<file path="src/rtl/fg_pkg.sv">
package fg_pkg;

  typedef enum logic [2:0] {
    OP_READ   = 3'd0,
    OP_PROG   = 3'd1,
    OP_PERASE = 3'd2,
    OP_BERASE = 3'd3,
    OP_FETCH  = 3'd4
  } fg_op_e;

  typedef struct packed {
    logic er;
    logic pg;
    logic rd;
  } fg_perm_t;

  localparam logic [31:0] FG_EXEC_KEY = 32'hA26A38F7;

  // config word field positions
  localparam int FLD_EN    = 0;
  localparam int FLD_RD    = 1;
  localparam int FLD_PG    = 2;
  localparam int FLD_ER    = 3;
  localparam int FLD_START = 4;

  function automatic fg_perm_t fg_perm_of(input logic [31:0] w);
    fg_perm_t p;
    p.rd = w[FLD_RD];
    p.pg = w[FLD_PG];
    p.er = w[FLD_ER];
    return p;
  endfunction

  function automatic logic fg_perm_op(input fg_perm_t p, input logic [2:0] op);
    case (op)
      OP_READ:   return p.rd;
      OP_PROG:   return p.pg;
      OP_PERASE: return p.er;
      default:   return 1'b0;
    endcase
  endfunction

endpackage

</file>
<file path="src/rtl/fg_cfg_regs.sv">
module fg_cfg_regs
  import fg_pkg::*;
#(
  parameter int NUM_REGIONS = 4,
  parameter int PAGE_W      = 9,
  parameter int BANKS       = 2,
  parameter int INFO_TOTAL  = 8,
  parameter int CFG_AW      = 4
) (
  input  logic                clk,
  input  logic                rst,
  input  logic                we,
  input  logic [CFG_AW-1:0]   addr,
  input  logic [31:0]         wdata,
  output logic                rg_en    [NUM_REGIONS],
  output logic [PAGE_W-1:0]   rg_start [NUM_REGIONS],
  output logic [PAGE_W:0]     rg_count [NUM_REGIONS],
  output fg_perm_t            rg_perm  [NUM_REGIONS],
  output fg_perm_t            dflt_perm,
  output logic [BANKS-1:0]    bank_en,
  output logic [31:0]         exec_key,
  output fg_perm_t            info_perm [INFO_TOTAL]
);

  localparam int A_DFLT = NUM_REGIONS;
  localparam int A_BANK = NUM_REGIONS + 1;
  localparam int A_KEY  = NUM_REGIONS + 2;
  localparam int A_INFO = NUM_REGIONS + 3;

  logic unused_wdata;
  assign unused_wdata = ^wdata;

  for (genvar i = 0; i < NUM_REGIONS; i++) begin : g_region
    always_ff @(posedge clk) begin
      if (rst) begin
        rg_en[i]    <= 1'b0;
        rg_start[i] <= '0;
        rg_count[i] <= '0;
        rg_perm[i]  <= '0;
      end else if (we && addr == CFG_AW'(i)) begin
        rg_en[i]    <= wdata[FLD_EN];
        rg_start[i] <= wdata[FLD_START +: PAGE_W];
        rg_count[i] <= wdata[FLD_START + PAGE_W +: PAGE_W + 1];
        rg_perm[i]  <= fg_perm_of(wdata);
      end
    end
  end

  for (genvar j = 0; j < INFO_TOTAL; j++) begin : g_info
    always_ff @(posedge clk) begin
      if (rst) begin
        info_perm[j] <= '0;
      end else if (we && addr == CFG_AW'(A_INFO + j)) begin
        info_perm[j] <= fg_perm_of(wdata);
      end
    end
  end

  always_ff @(posedge clk) begin
    if (rst) begin
      dflt_perm <= '0;
      bank_en   <= '0;
      exec_key  <= '0;
    end else if (we) begin
      if (addr == CFG_AW'(A_DFLT)) dflt_perm <= fg_perm_of(wdata);
      if (addr == CFG_AW'(A_BANK)) bank_en   <= wdata[BANKS-1:0];
      if (addr == CFG_AW'(A_KEY))  exec_key  <= wdata;
    end
  end

endmodule

</file>
<file path="src/rtl/fg_region_match.sv">
module fg_region_match
  import fg_pkg::*;
#(
  parameter int NUM_REGIONS = 4,
  parameter int PAGE_W      = 9
) (
  input  logic [PAGE_W-1:0] page,
  input  logic              rg_en    [NUM_REGIONS],
  input  logic [PAGE_W-1:0] rg_start [NUM_REGIONS],
  input  logic [PAGE_W:0]   rg_count [NUM_REGIONS],
  input  fg_perm_t          rg_perm  [NUM_REGIONS],
  input  fg_perm_t          dflt_perm,
  output fg_perm_t          eff_perm
);

  localparam int CW = PAGE_W + 2;

  logic [NUM_REGIONS-1:0] hit;

  for (genvar i = 0; i < NUM_REGIONS; i++) begin : g_cmp
    logic [CW-1:0] lo, hi, pg;
    assign lo = {2'b00, rg_start[i]};
    assign hi = lo + {1'b0, rg_count[i]};
    assign pg = {2'b00, page};
    assign hit[i] = rg_en[i] && (pg >= lo) && (pg < hi);
  end

  // lowest index wins: scan from the highest so lower ones overwrite
  always_comb begin
    eff_perm = dflt_perm;
    for (int i = NUM_REGIONS - 1; i >= 0; i--) begin
      if (hit[i]) eff_perm = rg_perm[i];
    end
  end

endmodule

</file>
<file path="src/rtl/fg_decide.sv">
module fg_decide
  import fg_pkg::*;
(
  input  logic       rma,
  input  logic [2:0] op,
  input  logic       info,
  input  logic       bank_ok,
  input  logic       key_ok,
  input  logic       info_in_range,
  input  fg_perm_t   info_p,
  input  fg_perm_t   data_p,
  output logic       allow
);

  always_comb begin
    allow = 1'b0;
    case (op)
      OP_READ, OP_PROG, OP_PERASE: begin
        if (rma)       allow = 1'b1;
        else if (info) allow = info_in_range && fg_perm_op(info_p, op);
        else           allow = fg_perm_op(data_p, op);
      end
      OP_BERASE: allow = rma || bank_ok;
      OP_FETCH:  allow = !rma && !info && key_ok && data_p.rd;
      default:   allow = 1'b0;
    endcase
  end

endmodule

</file>
<file path="src/rtl/flash_guard.sv">
module flash_guard
  import fg_pkg::*;
#(
  parameter int ADDR_W          = 20,
  parameter int PAGE_BYTES_LOG2 = 11,
  parameter int BANKS           = 2,
  parameter int NUM_REGIONS     = 4,
  parameter int INFO_PAGES      = 4
) (
  input  logic                                                clk,
  input  logic                                                rst,
  input  logic                                                cfg_we,
  input  logic [$clog2(NUM_REGIONS+3+BANKS*INFO_PAGES)-1:0]   cfg_addr,
  input  logic [31:0]                                         cfg_wdata,
  input  logic                                                rma_mode,
  input  logic                                                req_valid,
  input  logic                                                req_info,
  input  logic [2:0]                                          req_op,
  input  logic [ADDR_W-1:0]                                   req_addr,
  output logic                                                chk_valid,
  output logic                                                chk_allow,
  output logic                                                chk_err
);

  localparam int PAGE_W     = ADDR_W - PAGE_BYTES_LOG2;
  localparam int BANK_W     = (BANKS > 1) ? $clog2(BANKS) : 1;
  localparam int PIB_W      = PAGE_W - BANK_W;
  localparam int INFO_TOTAL = BANKS * INFO_PAGES;
  localparam int IDX_W      = (INFO_TOTAL > 1) ? $clog2(INFO_TOTAL) : 1;
  localparam int CFG_AW     = $clog2(NUM_REGIONS + 3 + INFO_TOTAL);

  // configuration state
  logic             rg_en    [NUM_REGIONS];
  logic [PAGE_W-1:0] rg_start [NUM_REGIONS];
  logic [PAGE_W:0]  rg_count [NUM_REGIONS];
  fg_perm_t         rg_perm  [NUM_REGIONS];
  fg_perm_t         dflt_perm;
  logic [BANKS-1:0] bank_en;
  logic [31:0]      exec_key;
  fg_perm_t         info_perm [INFO_TOTAL];

  fg_cfg_regs #(
    .NUM_REGIONS (NUM_REGIONS),
    .PAGE_W      (PAGE_W),
    .BANKS       (BANKS),
    .INFO_TOTAL  (INFO_TOTAL),
    .CFG_AW      (CFG_AW)
  ) u_cfg (
    .clk       (clk),
    .rst       (rst),
    .we        (cfg_we),
    .addr      (cfg_addr),
    .wdata     (cfg_wdata),
    .rg_en     (rg_en),
    .rg_start  (rg_start),
    .rg_count  (rg_count),
    .rg_perm   (rg_perm),
    .dflt_perm (dflt_perm),
    .bank_en   (bank_en),
    .exec_key  (exec_key),
    .info_perm (info_perm)
  );

  // address decode
  logic [PAGE_W-1:0] page;
  logic [BANK_W-1:0] bank;
  logic [PIB_W-1:0]  pib;
  logic              unused_offset;

  assign page          = req_addr[ADDR_W-1 -: PAGE_W];
  assign bank          = page[PAGE_W-1 -: BANK_W];
  assign pib           = page[PIB_W-1:0];
  assign unused_offset = ^req_addr[PAGE_BYTES_LOG2-1:0];

  // data partition: region lookup
  fg_perm_t data_p;

  fg_region_match #(
    .NUM_REGIONS (NUM_REGIONS),
    .PAGE_W      (PAGE_W)
  ) u_match (
    .page      (page),
    .rg_en     (rg_en),
    .rg_start  (rg_start),
    .rg_count  (rg_count),
    .rg_perm   (rg_perm),
    .dflt_perm (dflt_perm),
    .eff_perm  (data_p)
  );

  // information partition: per-page lookup
  logic             info_in_range;
  logic [IDX_W-1:0] info_idx;
  fg_perm_t         info_p;

  assign info_in_range = int'(pib) < INFO_PAGES;
  assign info_idx      = IDX_W'(int'(bank) * INFO_PAGES + int'(pib));
  assign info_p        = info_in_range ? info_perm[info_idx] : '0;

  logic key_ok, bank_ok, allow;
  assign key_ok  = (exec_key == FG_EXEC_KEY);
  assign bank_ok = bank_en[bank];

  fg_decide u_decide (
    .rma           (rma_mode),
    .op            (req_op),
    .info          (req_info),
    .bank_ok       (bank_ok),
    .key_ok        (key_ok),
    .info_in_range (info_in_range),
    .info_p        (info_p),
    .data_p        (data_p),
    .allow         (allow)
  );

  always_ff @(posedge clk) begin
    if (rst) begin
      chk_valid <= 1'b0;
      chk_allow <= 1'b0;
      chk_err   <= 1'b0;
    end else begin
      chk_valid <= req_valid;
      chk_allow <= req_valid & allow;
      chk_err   <= req_valid & ~allow;
    end
  end

endmodule

</file>
<file path="config.mk">
export PLATFORM = sky130hd
export DESIGN_NAME = flash_guard
export DESIGN_NICKNAME = d
export VERILOG_FILES = /design/src/rtl/fg_pkg.sv /design/src/rtl/fg_cfg_regs.sv /design/src/rtl/fg_region_match.sv /design/src/rtl/fg_decide.sv /design/src/rtl/flash_guard.sv
export SDC_FILE = /design/constraint.sdc
export NUM_CORES = 1
export LEC_CHECK = 0
export BUFFER_PORTS_ARGS = -buffer_cell sky130_fd_sc_hd__buf_4
export CORE_MARGIN = 2
export CORE_UTILIZATION = 60
export DETAILED_ROUTE_END_ITERATION = 16
export PLACE_DENSITY = 0.8
export SLEW_MARGIN = 20
export SYNTH_ARGS = -nofsm -noshare
export SYNTH_HDL_FRONTEND = slang
export SYNTH_SLANG_ARGS = --single-unit
</file>
<file path="constraint.sdc">
create_clock -name clk -period 8 [get_ports clk]
set_input_delay 0.4 -clock clk [delete_from_list [all_inputs] [get_ports clk]]
set_output_delay 0.4 -clock clk [all_outputs]
set_load 0.005 [all_outputs]
</file>
==> flow_summary.rst, run 1 <==
.. list-table::
   :header-rows: 1

   * - Metric
     - Value
   * - Result of the run
     - completed
   * - Residual antenna-violating net count after detailed routing
     - 0
   * - Total via count after detailed routing
     - 8,088
   * - Warnings, synthesis
     - 0
   * - Die height
     - 127 um
   * - Insertion delay of the later-clocked pin in the worst-skew pair
     - 420 ps
   * - Critical path arrival
     - about 4800 ps
   * - Worst r2r path cells
     - 18
   * - Required time reported for the critical path endpoint
     - 8290 ps
   * - Count of flip-flops with a built-in enable after synthesis
     - 0
   * - Unique cell type count in the Yosys netlist
     - 69
   * - Worst Tran Pin Value
     - 1020 ps
   * - Worst Hold Path EP
     - u_cfg.exec_key[25]
   * - Crit Path Category
     - flop to flop
   * - Detailed-routing iteration count for the pre-antenna-repair pass
     - 5
   * - Final worst slack
     - around 3500 ps
   * - Post-layout min period
     - 4460 ps
   * - Number of global-route vias before repair
     - 7,429
   * - Worst hold path type
     - input port to flop
   * - Deepest level of the CTS H-tree
     - 4
   * - Total track usage
     - between 20 and 30%
   * - Hold path startpoint
     - cfg_wdata[25]
   * - Post-CTS Setup Bufs
     - 0
   * - CTS Hold Bufs
     - 0
   * - Final Skew
     - 7.38 ps
   * - Count of antenna diodes in the layout
     - 0
   * - Post-Syn Nets
     - around 1,300
   * - GPL Wtd Cong
     - 0.914
   * - Mean Syn Cell Area
     - 8.07 sq um
   * - Element type at the critical path end
     - flop
   * - Max clock buf depth
     - 2
   * - Number of DRC markers in iteration 0
     - 687
   * - Post-synth top flop
     - sky130_fd_sc_hd__dfxtp_1
   * - Placement Rows
     - 45
   * - Mean routed wirelength per cell
     - 17.4 um
   * - Resized Gates After CTS
     - 0
   * - I/O pin count
     - 68
   * - Setup_tns
     - 0 ps
   * - Final hold violation count
     - 0
   * - Filler instances
     - 1,259
   * - Clock slew at the register clock pins of the worst setup and hold paths
     - 60 ps
   * - Cell Area, Synth
     - around 9000 sq um
   * - First-pass GRT wire length
     - 37,800 um
   * - Pin count of the biggest net entering global routing
     - 84
   * - Sum of net half-perimeters after detailed placement
     - 16,200 um
   * - Via density
     - 5.93
   * - PortBufs
     - 56
   * - Total power density per cell area
     - 167 nW/um^2
   * - Number of nets in the final layout
     - roughly 1,300
   * - Layout cell share with drive strength beyond 1
     - 9.45%
   * - Setup repair after global routing missed its margin
     - false
   * - R2R Path End
     - chk_err
   * - Post-Place Setup Slack
     - about 3500 ps
   * - Reg2Reg Launch Point
     - u_cfg.rg_start[27]
   * - Clock sinks
     - 156
   * - Total power draw
     - 1.70 mW
   * - Tcrit/Tclk final
     - 55.8%
   * - Starting Density
     - 60.8%
   * - Area Overhead vs Synth
     - 11.5%
   * - Flops & latches, synth
     - 156
   * - Highest clock rate
     - 0.224 GHz
   * - Most common cell after layout, fill and taps aside
     - sky130_fd_sc_hd__nand2_1
   * - Die area
     - 16,200 sq um
   * - Seq/Total Area, Yosys
     - around a third
   * - Hold Slack
     - 222 ps
   * - Relative slew slack
     - 31.7%
   * - Die X
     - 127 um
   * - Max Cap Viol
     - 0
   * - Highest-count cells in the layout ignoring fill and taps
     - sky130_fd_sc_hd__nand2_1 (290), sky130_fd_sc_hd__a21oi_1 (164), sky130_fd_sc_hd__dfxtp_1 (156)
   * - Placeable core region
     - 15,000 sq um
   * - Final setup viols
     - 0
   * - Clk Tree Root Cell
     - sky130_fd_sc_hd__clkbuf_16
   * - Worst setup slack for register-to-register paths
     - 3540 ps
   * - Worst-path fanout max
     - 10
   * - DRC viols
     - 0
   * - Largest voltage drop on the vdd net
     - 0.000105 V
   * - Max-slew violation count
     - 0
   * - Antenna violations before repair
     - 0
   * - Cell depth of the worst hold path
     - 3
   * - Leakage power figure
     - 3.95 nW
   * - Number of CTS-inserted buffers
     - 17
   * - Startpoint class of the critical path
     - flop
   * - TritonCTS clock tree
     - yes
   * - Final Routed Wirelength
     - roughly 24,000 um
   * - Proportion of register bits with asynchronous set or reset after synthesis
     - 0%
   * - Aggregate global routing overflow
     - 0
   * - Synthesized netlist cell count
     - 1,133
worst max path at each step:
| stage | from | end |
|---|---|---|
| floorplan | u_cfg.rg_start[27] | chk_allow |
| global placement | u_cfg.rg_start[9] | chk_err |
| detailed placement | u_cfg.rg_start[9] | chk_err |
| CTS | u_cfg.rg_start[9] | chk_err |
| global route | u_cfg.rg_start[9] | chk_err |
| finish | u_cfg.rg_start[27] | chk_err |
cell families (layout without fill, tap and decap cells):
kind of cell / after synthesis / count (layout) / synth area share, %
xor gates and xnor gates: 28 / 28 / 2.68
muxes: 35 / 35 / 4.80
buffers and inverters: 94 / 136 / 3.91
adders and majority gates: 108 / 108 / 15.1
DFF: 156 / 156 / 34.2
and+or+nand+nor: 432 / 432 / 20.7
AOI/OAI and AO/OA: 280 / 280 / 18.7
cells in the mapped netlist, drive strengths merged (3+ instances only):
master   count  area (sq um)
a21o        18           136
a211o        4          35.0
ha         104          1300
nand4        8          50.1
mux2i       27           270
fa           4          80.1
a31oi        7          43.8
o21a         9          67.6
o21ai       24           120
o22ai        3          32.5
nor2        50           190
nand4b       5          43.8
o31ai        7          62.6
a211oi      11          95.1
nand2      290          1090
nor4b        3          26.3
o2111ai      6          52.6
clkbuf      47           178
nand3b       3          22.5
xnor2       11          96.3
a21oi      164           821
xor2        17           149
a2111oi      4          36.3
o21bai       5          37.5
nor2b        8          50.1
dfxtp      156          3120
nor3        12          65.1
mux4         7           158
nand3       13          65.1
nor4         3          18.8
or3          3          18.8
and3         4          25.0
nor4bb       4          40.0
inv         45           169
o211ai       6          50.1
nand2b      16           100
stage by stage:
stage	instance area (sq um)	cells	utilization, %
floorplan	9140	1133	-
global placement	9670	1334	64.3
detailed placement	9670	1334	64.3
CTS	10200	1363	67.8
global route	10200	1363	67.8
finish	10200	1363	67.8
critical path: stages (launching register included):
cell and delay, ps:
sky130_fd_sc_hd__dfxtp_1 330, sky130_fd_sc_hd__ha_1 220, sky130_fd_sc_hd__inv_1 70, sky130_fd_sc_hd__fa_1 200
sky130_fd_sc_hd__nor2b_1 60, sky130_fd_sc_hd__o31a_1 270, sky130_fd_sc_hd__or2b_2 340, sky130_fd_sc_hd__a31oi_1 240
sky130_fd_sc_hd__xor2_1 170, sky130_fd_sc_hd__ha_1 260, sky130_fd_sc_hd__a22o_1 200, sky130_fd_sc_hd__nor4_1 330
sky130_fd_sc_hd__o211a_1 240, sky130_fd_sc_hd__nor3_2 60, sky130_fd_sc_hd__a211oi_4 470, sky130_fd_sc_hd__o21ai_1 160
sky130_fd_sc_hd__o211ai_2 150, sky130_fd_sc_hd__nand4_1 140, sky130_fd_sc_hd__o31ai_1 400
flip-flops by register name, summed over array words and instances, names as in the netlist:
signal	flops
u_cfg.bank_en	2
u_cfg.dflt_perm	3
u_cfg.info_perm	24
chk_err	1
u_cfg.rg_start	36
chk_allow	1
chk_valid	1
u_cfg.rg_en	4
u_cfg.exec_key	32
u_cfg.rg_perm	12
u_cfg.rg_count	40
per-layer routing:
metal / GRT usage [%] / routed length, um
met1: 40.9 / 10600
met2: 46.1 / 10600
met3: 4.10 / 1460
met4: 15.0 / 1030
met5: 0 / 0
power breakdown:
part | internal [mW] | switching [mW] | total (mW)
Clock | 0.429 | 0.303 | 0.733
Sequential | 0.788 | 0.00638 | 0.794
Combinational | 0.0646 | 0.107 | 0.172
Total | 1.28 | 0.417 | 1.70
area by class of cell:
cell class / instances / area [sq um] / share of cell area (%)
sequential: 156 / 3120 / 30.6
inverter: 45 / 169 / 1.66
multi-input combinational: 883 / 5670 / 55.7
clock inverter: 7 / 70.1 / 0.688
clock buffer: 22 / 454 / 4.46
tap: 188 / 235 / 2.31
timing repair buffer: 62 / 465 / 4.57
Power figures use the tool's default switching activity.
==> inputs of run 2 (changes only) <==
==> constraint.sdc (replaced) <==
create_clock -name clk -period 4.2 [get_ports clk]
set_input_delay 0.21 -clock clk [delete_from_list [all_inputs] [get_ports clk]]
set_output_delay 0.21 -clock clk [all_outputs]
set_load 0.005 [all_outputs]
==> flow_summary.rst, run 2 (same netlist as run 1, synthesis figures left out) <==
.. list-table::
   :header-rows: 1

   * - Metric
     - Value
   * - Largest registers
     - u_cfg.rg_count: 40 flops, u_cfg.rg_start: 36 flops, u_cfg.exec_key: 32 flops
   * - Sequential share of power
     - 44.2%
   * - Total via count after detailed routing
     - 8,269
   * - Total power density per cell area
     - 329 nW/um^2
   * - Final Instance Area
     - 10,400 sq um
   * - Origin of the worst setup path
     - u_cfg.rg_start[9]
   * - Clock sinks
     - 156
   * - Leakage power figure
     - 4.03 nW
   * - TritonCTS clock tree
     - yes
   * - Total track usage
     - 30.7%
   * - Count of antenna diodes in the layout
     - 0
   * - Critical path arrival
     - 4390 ps
   * - Reg2Reg Launch Point
     - u_cfg.rg_start[9]
   * - Worst-path fanout max
     - 7
   * - Placement Rows
     - 45
   * - Final setup viols
     - 0
   * - Area Overhead vs Synth
     - 13.7%
   * - Reg with most FFs
     - u_cfg.rg_count
   * - Worst Tran Pin Value
     - 1050 ps
   * - Pin count of the biggest net entering global routing
     - 75
   * - Final Routed Wirelength
     - 24,500 um
   * - R2R Path End
     - chk_allow
   * - DRC viols
     - 0
   * - Highest clock rate
     - 0.248 GHz
   * - Number of CTS-inserted buffers
     - 17
   * - Die X
     - 127 um
   * - Element type at the critical path end
     - flop
   * - Max Cap Viol
     - 0
   * - Result of the run
     - completed
   * - Hold Slack
     - about 30 ps
   * - Crit Path Category
     - flop to flop
   * - Switching power
     - between 800 and 900 uW
   * - Relative slew slack
     - 29.6%
   * - Final hold violation count
     - 0
   * - GPL Wtd Cong
     - 0.920
   * - Comb pwr share
     - 9.8%
   * - Placeable core region
     - around 15,000 sq um
   * - Clock power frac
     - 46.0%
   * - Number of DRC markers in iteration 0
     - around 590
   * - Clk Tree Root Cell
     - sky130_fd_sc_hd__clkbuf_16
   * - Required time reported for the critical path endpoint
     - 4560 ps
   * - Via density
     - 6.03
   * - Flip-flop count of the largest register, all copies and words added
     - 40
   * - Cell depth of the worst hold path
     - 3
   * - I/O pin count
     - 68
   * - Clock slew at the register clock pins of the worst setup and hold paths
     - 60 ps
   * - Max-slew violation count
     - 0
   * - Filler instances
     - 1,237
   * - Worst hold path type
     - input port to flop
   * - Final Skew
     - around 5.6 ps
   * - Startpoint class of the critical path
     - flop
   * - End point of the critical path
     - chk_allow
   * - Largest voltage drop on the vdd net
     - around 0.00024 V
   * - PortBufs
     - 56
   * - Area of the multi-input gates
     - 5730 sq um
   * - Detailed-routing iteration count for the pre-antenna-repair pass
     - 5
   * - Insertion delay of the later-clocked pin in the worst-skew pair
     - between 400 and 500 ps
   * - Post-Place Setup Slack
     - 85.0 ps
   * - Post-layout min period
     - 4030 ps
   * - Number of nets in the final layout
     - 1,345
   * - Sum of net half-perimeters after detailed placement
     - 16,800 um
   * - Worst r2r path cells
     - 20
   * - First-pass GRT wire length
     - 38,900 um
   * - Starting Density
     - 60.8%
   * - Proportion of total power due to net switching
     - 24.0%
   * - Highest-count cells in the layout ignoring fill and taps
     - sky130_fd_sc_hd__nand2_1 (290), sky130_fd_sc_hd__a21oi_1 (162), sky130_fd_sc_hd__dfxtp_1 (156)
   * - Tcrit/Tclk final
     - a little over nine tenths
   * - Worst setup slack for register-to-register paths
     - 170 ps
   * - Pint
     - 2.60 mW
   * - Final worst slack
     - 175 ps
   * - Placed inst area
     - approximately 9700 sq um
   * - Antenna violations before repair
     - 0
   * - FF+latch area
     - approximately 3100 sq um
   * - Mean routed wirelength per cell
     - between 15 and 20 um
   * - Final core utilization
     - 69.1%
   * - Layout cell share with drive strength beyond 1
     - between 10% and 20%
   * - Max clock buf depth
     - 2
   * - Residual antenna-violating net count after detailed routing
     - 0
   * - Deepest level of the CTS H-tree
     - 4
   * - Die area
     - 16,200 sq um
   * - Number of global-route vias before repair
     - 7,731
   * - Die height
     - 127 um
   * - Aggregate global routing overflow
     - 0
   * - Most common cell after layout, fill and taps aside
     - sky130_fd_sc_hd__nand2_1
==> run 2: changes by cell type in the layout (fill, tap and decap cells not counted), sizes merged <==
cell,before,now
clkbuf,22,20
bufinv,1,3
buf,62,69
clkinvlp,1,2
clkinv,5,6
==> run 2: metal layers <==
layer  global-route usage [%]  vias up  wire, um
met5                        0        -         0
met4                     15.1        0       993
met3                     4.52       61      1430
met2                     49.6      305     11300
met1                     40.3     3887     10800
li1                         -     4016         -
==> run 2: metrics by stage <==
| step | instances | setup TNS, ps | total power, mW |
|---|---|---|---|
| after floorplan | 1133 | 0 | 1.72 |
| after global placement | 1336 | 0 | 1.86 |
| after detailed placement | 1336 | 0 | 1.87 |
| after CTS | 1367 | 0 | 3.43 |
| after global routing | 1372 | -72.1 | 3.54 |
| final | 1372 | 0 | 3.42 |
==> run 2: how the worst min path moves through the flow <==
stage | startpoint | to | slack [ps]
5_1_grt | cfg_wdata[28] | u_cfg.exec_key[28] | 30
3_3_place_gp | u_cfg.exec_key[4] | u_cfg.exec_key[4] | 440
2_1_floorplan | cfg_wdata[0] | u_cfg.exec_key[0] | 350
3_5_place_dp | u_cfg.exec_key[3] | u_cfg.exec_key[3] | 440
4_1_cts | cfg_wdata[30] | u_cfg.exec_key[30] | 10
6_report | cfg_wdata[30] | u_cfg.exec_key[30] | 30
==> run 2: worst max-delay path: stages, from the launching register on <==
cell and delay (ps):
sky130_fd_sc_hd__dfxtp_1 330, sky130_fd_sc_hd__ha_1 250, sky130_fd_sc_hd__fa_1 410, sky130_fd_sc_hd__a21o_1 180
sky130_fd_sc_hd__a21oi_2 170, sky130_fd_sc_hd__nor2b_1 60, sky130_fd_sc_hd__o21ai_1 130, sky130_fd_sc_hd__nand2b_1 110
sky130_fd_sc_hd__xnor2_1 140, sky130_fd_sc_hd__ha_1 300, sky130_fd_sc_hd__nand2_1 70, sky130_fd_sc_hd__nor3_1 210
sky130_fd_sc_hd__a21oi_1 120, sky130_fd_sc_hd__o21a_1 200, sky130_fd_sc_hd__o31ai_2 220, sky130_fd_sc_hd__buf_4 210
sky130_fd_sc_hd__nor3_1 50, sky130_fd_sc_hd__o31ai_1 310, sky130_fd_sc_hd__nand4_1 150, sky130_fd_sc_hd__nand4_1 140
sky130_fd_sc_hd__o311a_1 190
==> run 2: layout make-up <==
type | instances | area share (%)
Multi-Input combinational cell | 883 | 55.2
Sequential cell | 156 | 30.1
Timing Repair Buffer | 69 | 5.02
Clock buffer | 20 | 4.49
Tap cell | 188 | 2.26
Inverter | 45 | 1.63
Clock inverter | 11 | 1.37
==> run 2: timing repair <==
item                       4_1_cts  5_1_grt
setup endpoints to repair        0        2
setup buffers                    0        5
resized for setup                0       13
hold buffers                     0        0
==> run 2: power groups by stage <==
stage	registers [mW]	logic, mW	clock network [mW]
after floorplan	1.54	0.180	0
after global placement	1.54	0.313	0
after detailed placement	1.55	0.321	0
after CTS	1.51	0.324	1.60
after global routing	1.51	0.366	1.66
final	1.51	0.336	1.57
==> inputs of run 3 (changes only) <==
--- a/config.mk
+++ b/config.mk
@@ -8,6 +8,8 @@
 export BUFFER_PORTS_ARGS = -buffer_cell sky130_fd_sc_hd__buf_4
 export CORE_MARGIN = 2
 export CORE_UTILIZATION = 60
+export CTS_BUF_LIST = sky130_fd_sc_hd__clkbuf_8
+export CTS_CLUSTER_DIAMETER = 60
 export DETAILED_ROUTE_END_ITERATION = 16
 export PLACE_DENSITY = 0.8
 export SLEW_MARGIN = 20
==> flow_summary.rst, run 3 (same netlist as run 1, synthesis figures left out) <==
.. list-table::
   :header-rows: 1

   * - Metric
     - Value
   * - Die area
     - 16,200 sq um
   * - Crit Path Category
     - flop to flop
   * - Placement Rows
     - 45
   * - PortBufs
     - 56
   * - Cell depth of the worst hold path
     - 3
   * - Clock slew at the register clock pins of the worst setup and hold paths
     - 80 ps
   * - Worst r2r path cells
     - 20
   * - Largest registers
     - u_cfg.rg_count: 40 flops, u_cfg.rg_start: 36 flops, u_cfg.exec_key: 32 flops
   * - Total track usage
     - 30.6%
   * - FF+latch area
     - 3130 sq um
   * - Wire length on met2
     - ~11,000 um
   * - Delay-heaviest family, CP
     - compound AO/OA/AOI/OAI gates
   * - Peak per-stage delay on the critical path
     - 360 ps
   * - Post-Place Setup Slack
     - 85.0 ps
   * - Worst setup slack for register-to-register paths
     - 70 ps
   * - I/O pin count
     - 68
   * - Final hold violation count
     - 0
   * - Flip-flop count of the largest register, all copies and words added
     - 40
   * - Number of nets in the final layout
     - 1,361
   * - Count of antenna diodes in the layout
     - 0
   * - Worst hold path type
     - input port to flop
   * - Final Instance Area
     - 10,400 sq um
   * - Reg with most FFs
     - u_cfg.rg_count
   * - Result of the run
     - completed
   * - Die X
     - 127 um
   * - Final Instance Count excl. Fillers
     - 1,388
   * - Sum of net half-perimeters after detailed placement
     - 16,800 um
   * - Placeable core region
     - 15,000 sq um
   * - Met1 wire length
     - 10,800 um
   * - Layout cell share with drive strength beyond 1
     - 12.1%
   * - Area of the multi-input gates
     - roughly 5800 sq um
   * - Filler instances
     - 1,246
   * - Highest clock rate
     - 0.242 GHz
   * - Deepest level of the CTS H-tree
     - 4
   * - Relative slew slack
     - between 30 and 40%
   * - Combined buffer and inverter count along the critical path
     - 4
   * - Worst Tran Pin Value
     - ~1000 ps
   * - Placed inst area
     - roughly 9700 sq um
   * - Total power draw
     - 3.04 mW
   * - Max-slew violation count
     - 0
   * - Die height
     - 127 um
   * - Final Routed Wirelength
     - 24,700 um
   * - Number of CTS-inserted buffers
     - 17
   * - Final setup viols
     - 0
   * - Max Cap Viol
     - 0
   * - Number of global-route vias before repair
     - around 7,700
   * - First-pass GRT wire length
     - 38,800 um
   * - Worst-path fanout max
     - 5
   * - Antenna violations before repair
     - 0
   * - Met3 WL
     - 1630 um
   * - Top metal layer carrying routed signals
     - met4
   * - GPL Wtd Cong
     - 0.920
   * - Number of DRC markers in iteration 0
     - 570
   * - Tcrit/Tclk final
     - a little over nine tenths
   * - Area Overhead vs Synth
     - 13.6%
   * - Clk Tree Root Cell
     - sky130_fd_sc_hd__clkbuf_8
   * - Critical path depth
     - 20
   * - Pin count of the biggest net entering global routing
     - 75
   * - Library cell appearing most often on the critical path
     - sky130_fd_sc_hd__buf_6
   * - Mean routed wirelength per cell
     - 17.8 um
   * - TritonCTS clock tree
     - yes
   * - Post-layout min period
     - 4130 ps
   * - Critical path arrival
     - 4480 ps
   * - Final worst slack
     - 68.8 ps
   * - Aggregate global routing overflow
     - 0
   * - Max clock buf depth
     - 2
   * - Total power density per cell area
     - 293 nW/um^2
   * - Final Skew
     - about 8.5 ps
   * - Cell with the largest stage delay on the worst path
     - sky130_fd_sc_hd__dfxtp_4
   * - Total via count after detailed routing
     - 8,280
   * - Most common cell after layout, fill and taps aside
     - sky130_fd_sc_hd__nand2_1
   * - Residual antenna-violating net count after detailed routing
     - 0
   * - DRC viols
     - 0
   * - Largest voltage drop on the vdd net
     - between 0.0002 and 0.00025 V
   * - Crit path cell chain
     - ha_4 -> inv_4 -> fa_2 -> nor2b_1 -> o31a_1 -> or2b_4 -> a31oi_4 -> xor2_1 -> ha_1 -> a22o_1 -> nor4_4 -> o211a_1 -> nor3_2 -> a211oi_4 -> buf_6 -> buf_6 -> nand2_1 -> o211ai_1 -> inv_1 -> o311a_1
   * - Insertion delay of the later-clocked pin in the worst-skew pair
     - 460 ps
   * - Startpoint class of the critical path
     - flop
   * - Leakage power figure
     - 4.01 nW
   * - Element type at the critical path end
     - flop
   * - Final core utilization
     - 69.1%
   * - Required time reported for the critical path endpoint
     - roughly 4600 ps
   * - Detailed-routing iteration count for the pre-antenna-repair pass
     - 5
   * - Highest-count cells in the layout ignoring fill and taps
     - sky130_fd_sc_hd__nand2_1 (290), sky130_fd_sc_hd__a21oi_1 (162), sky130_fd_sc_hd__dfxtp_1 (154)
   * - Starting Density
     - 60.8%
   * - Clock sinks
     - 156
   * - Via density
     - about 6
   * - # placed instances
     - 1,336
run 3: cell count changes in the layout (fill, tap and decap cells not counted), sizes merged:
cell / previous run / this run
buf: 69 / 76
dlygate4sd3: 0 / 9
run 3: power breakdown:
| part | switching (mW) | internal [mW] | leakage (nW) | total (mW) |
|---|---|---|---|---|
| Combinational | 0.210 | 0.132 | 2.54 | 0.342 |
| Sequential | 0.0135 | 1.50 | 1.26 | 1.51 |
| Clock | 0.561 | 0.629 | 0.210 | 1.19 |
| Total | 0.785 | 2.26 | 4.01 | 3.04 |
run 3: layer usage:
layer	track usage [%]	vias up
met1	40.5	3875
li1	-	4048
met4	11.6	0
met2	51.0	305
met5	0	-
met3	4.19	52
run 3: metrics by stage:
stage / hold WS (ps) / setup TNS [ps]
floorplan: 346 / 0
global placement: 439 / 0
detailed placement: 444 / 0
CTS: 24.7 / 0
global route: 32.4 / -199
finish: 47.0 / 0
run 3: timing repair:
action	in CTS	in global routing
setup endpoints to repair	0	2
resized for setup	0	24
setup buffers	0	11
hold buffers	9	0
hold endpoints to repair	9	0
run 3: worst paths after layout:
path | startpoint | end
min reg2reg | u_cfg.exec_key[21] | u_cfg.exec_key[21]
max reg2reg | u_cfg.rg_start[27] | chk_allow
max | u_cfg.rg_start[27] | chk_allow
min | cfg_wdata[21] | u_cfg.rg_count[38]
run 3: worst min-delay path, stage by stage:
cell and delay [ps]:
sky130_fd_sc_hd__buf_4 150, sky130_fd_sc_hd__nand2_1 60, sky130_fd_sc_hd__a21oi_1 50
run 3: area by class of cell:
class	instances	share of cell area, %
multi-input combinational	883	55.5
clock inverter	11	1.37
tap	188	2.26
timing repair buffer	85	6.41
inverter	45	1.65
sequential	156	30.1
clock buffer	20	2.65
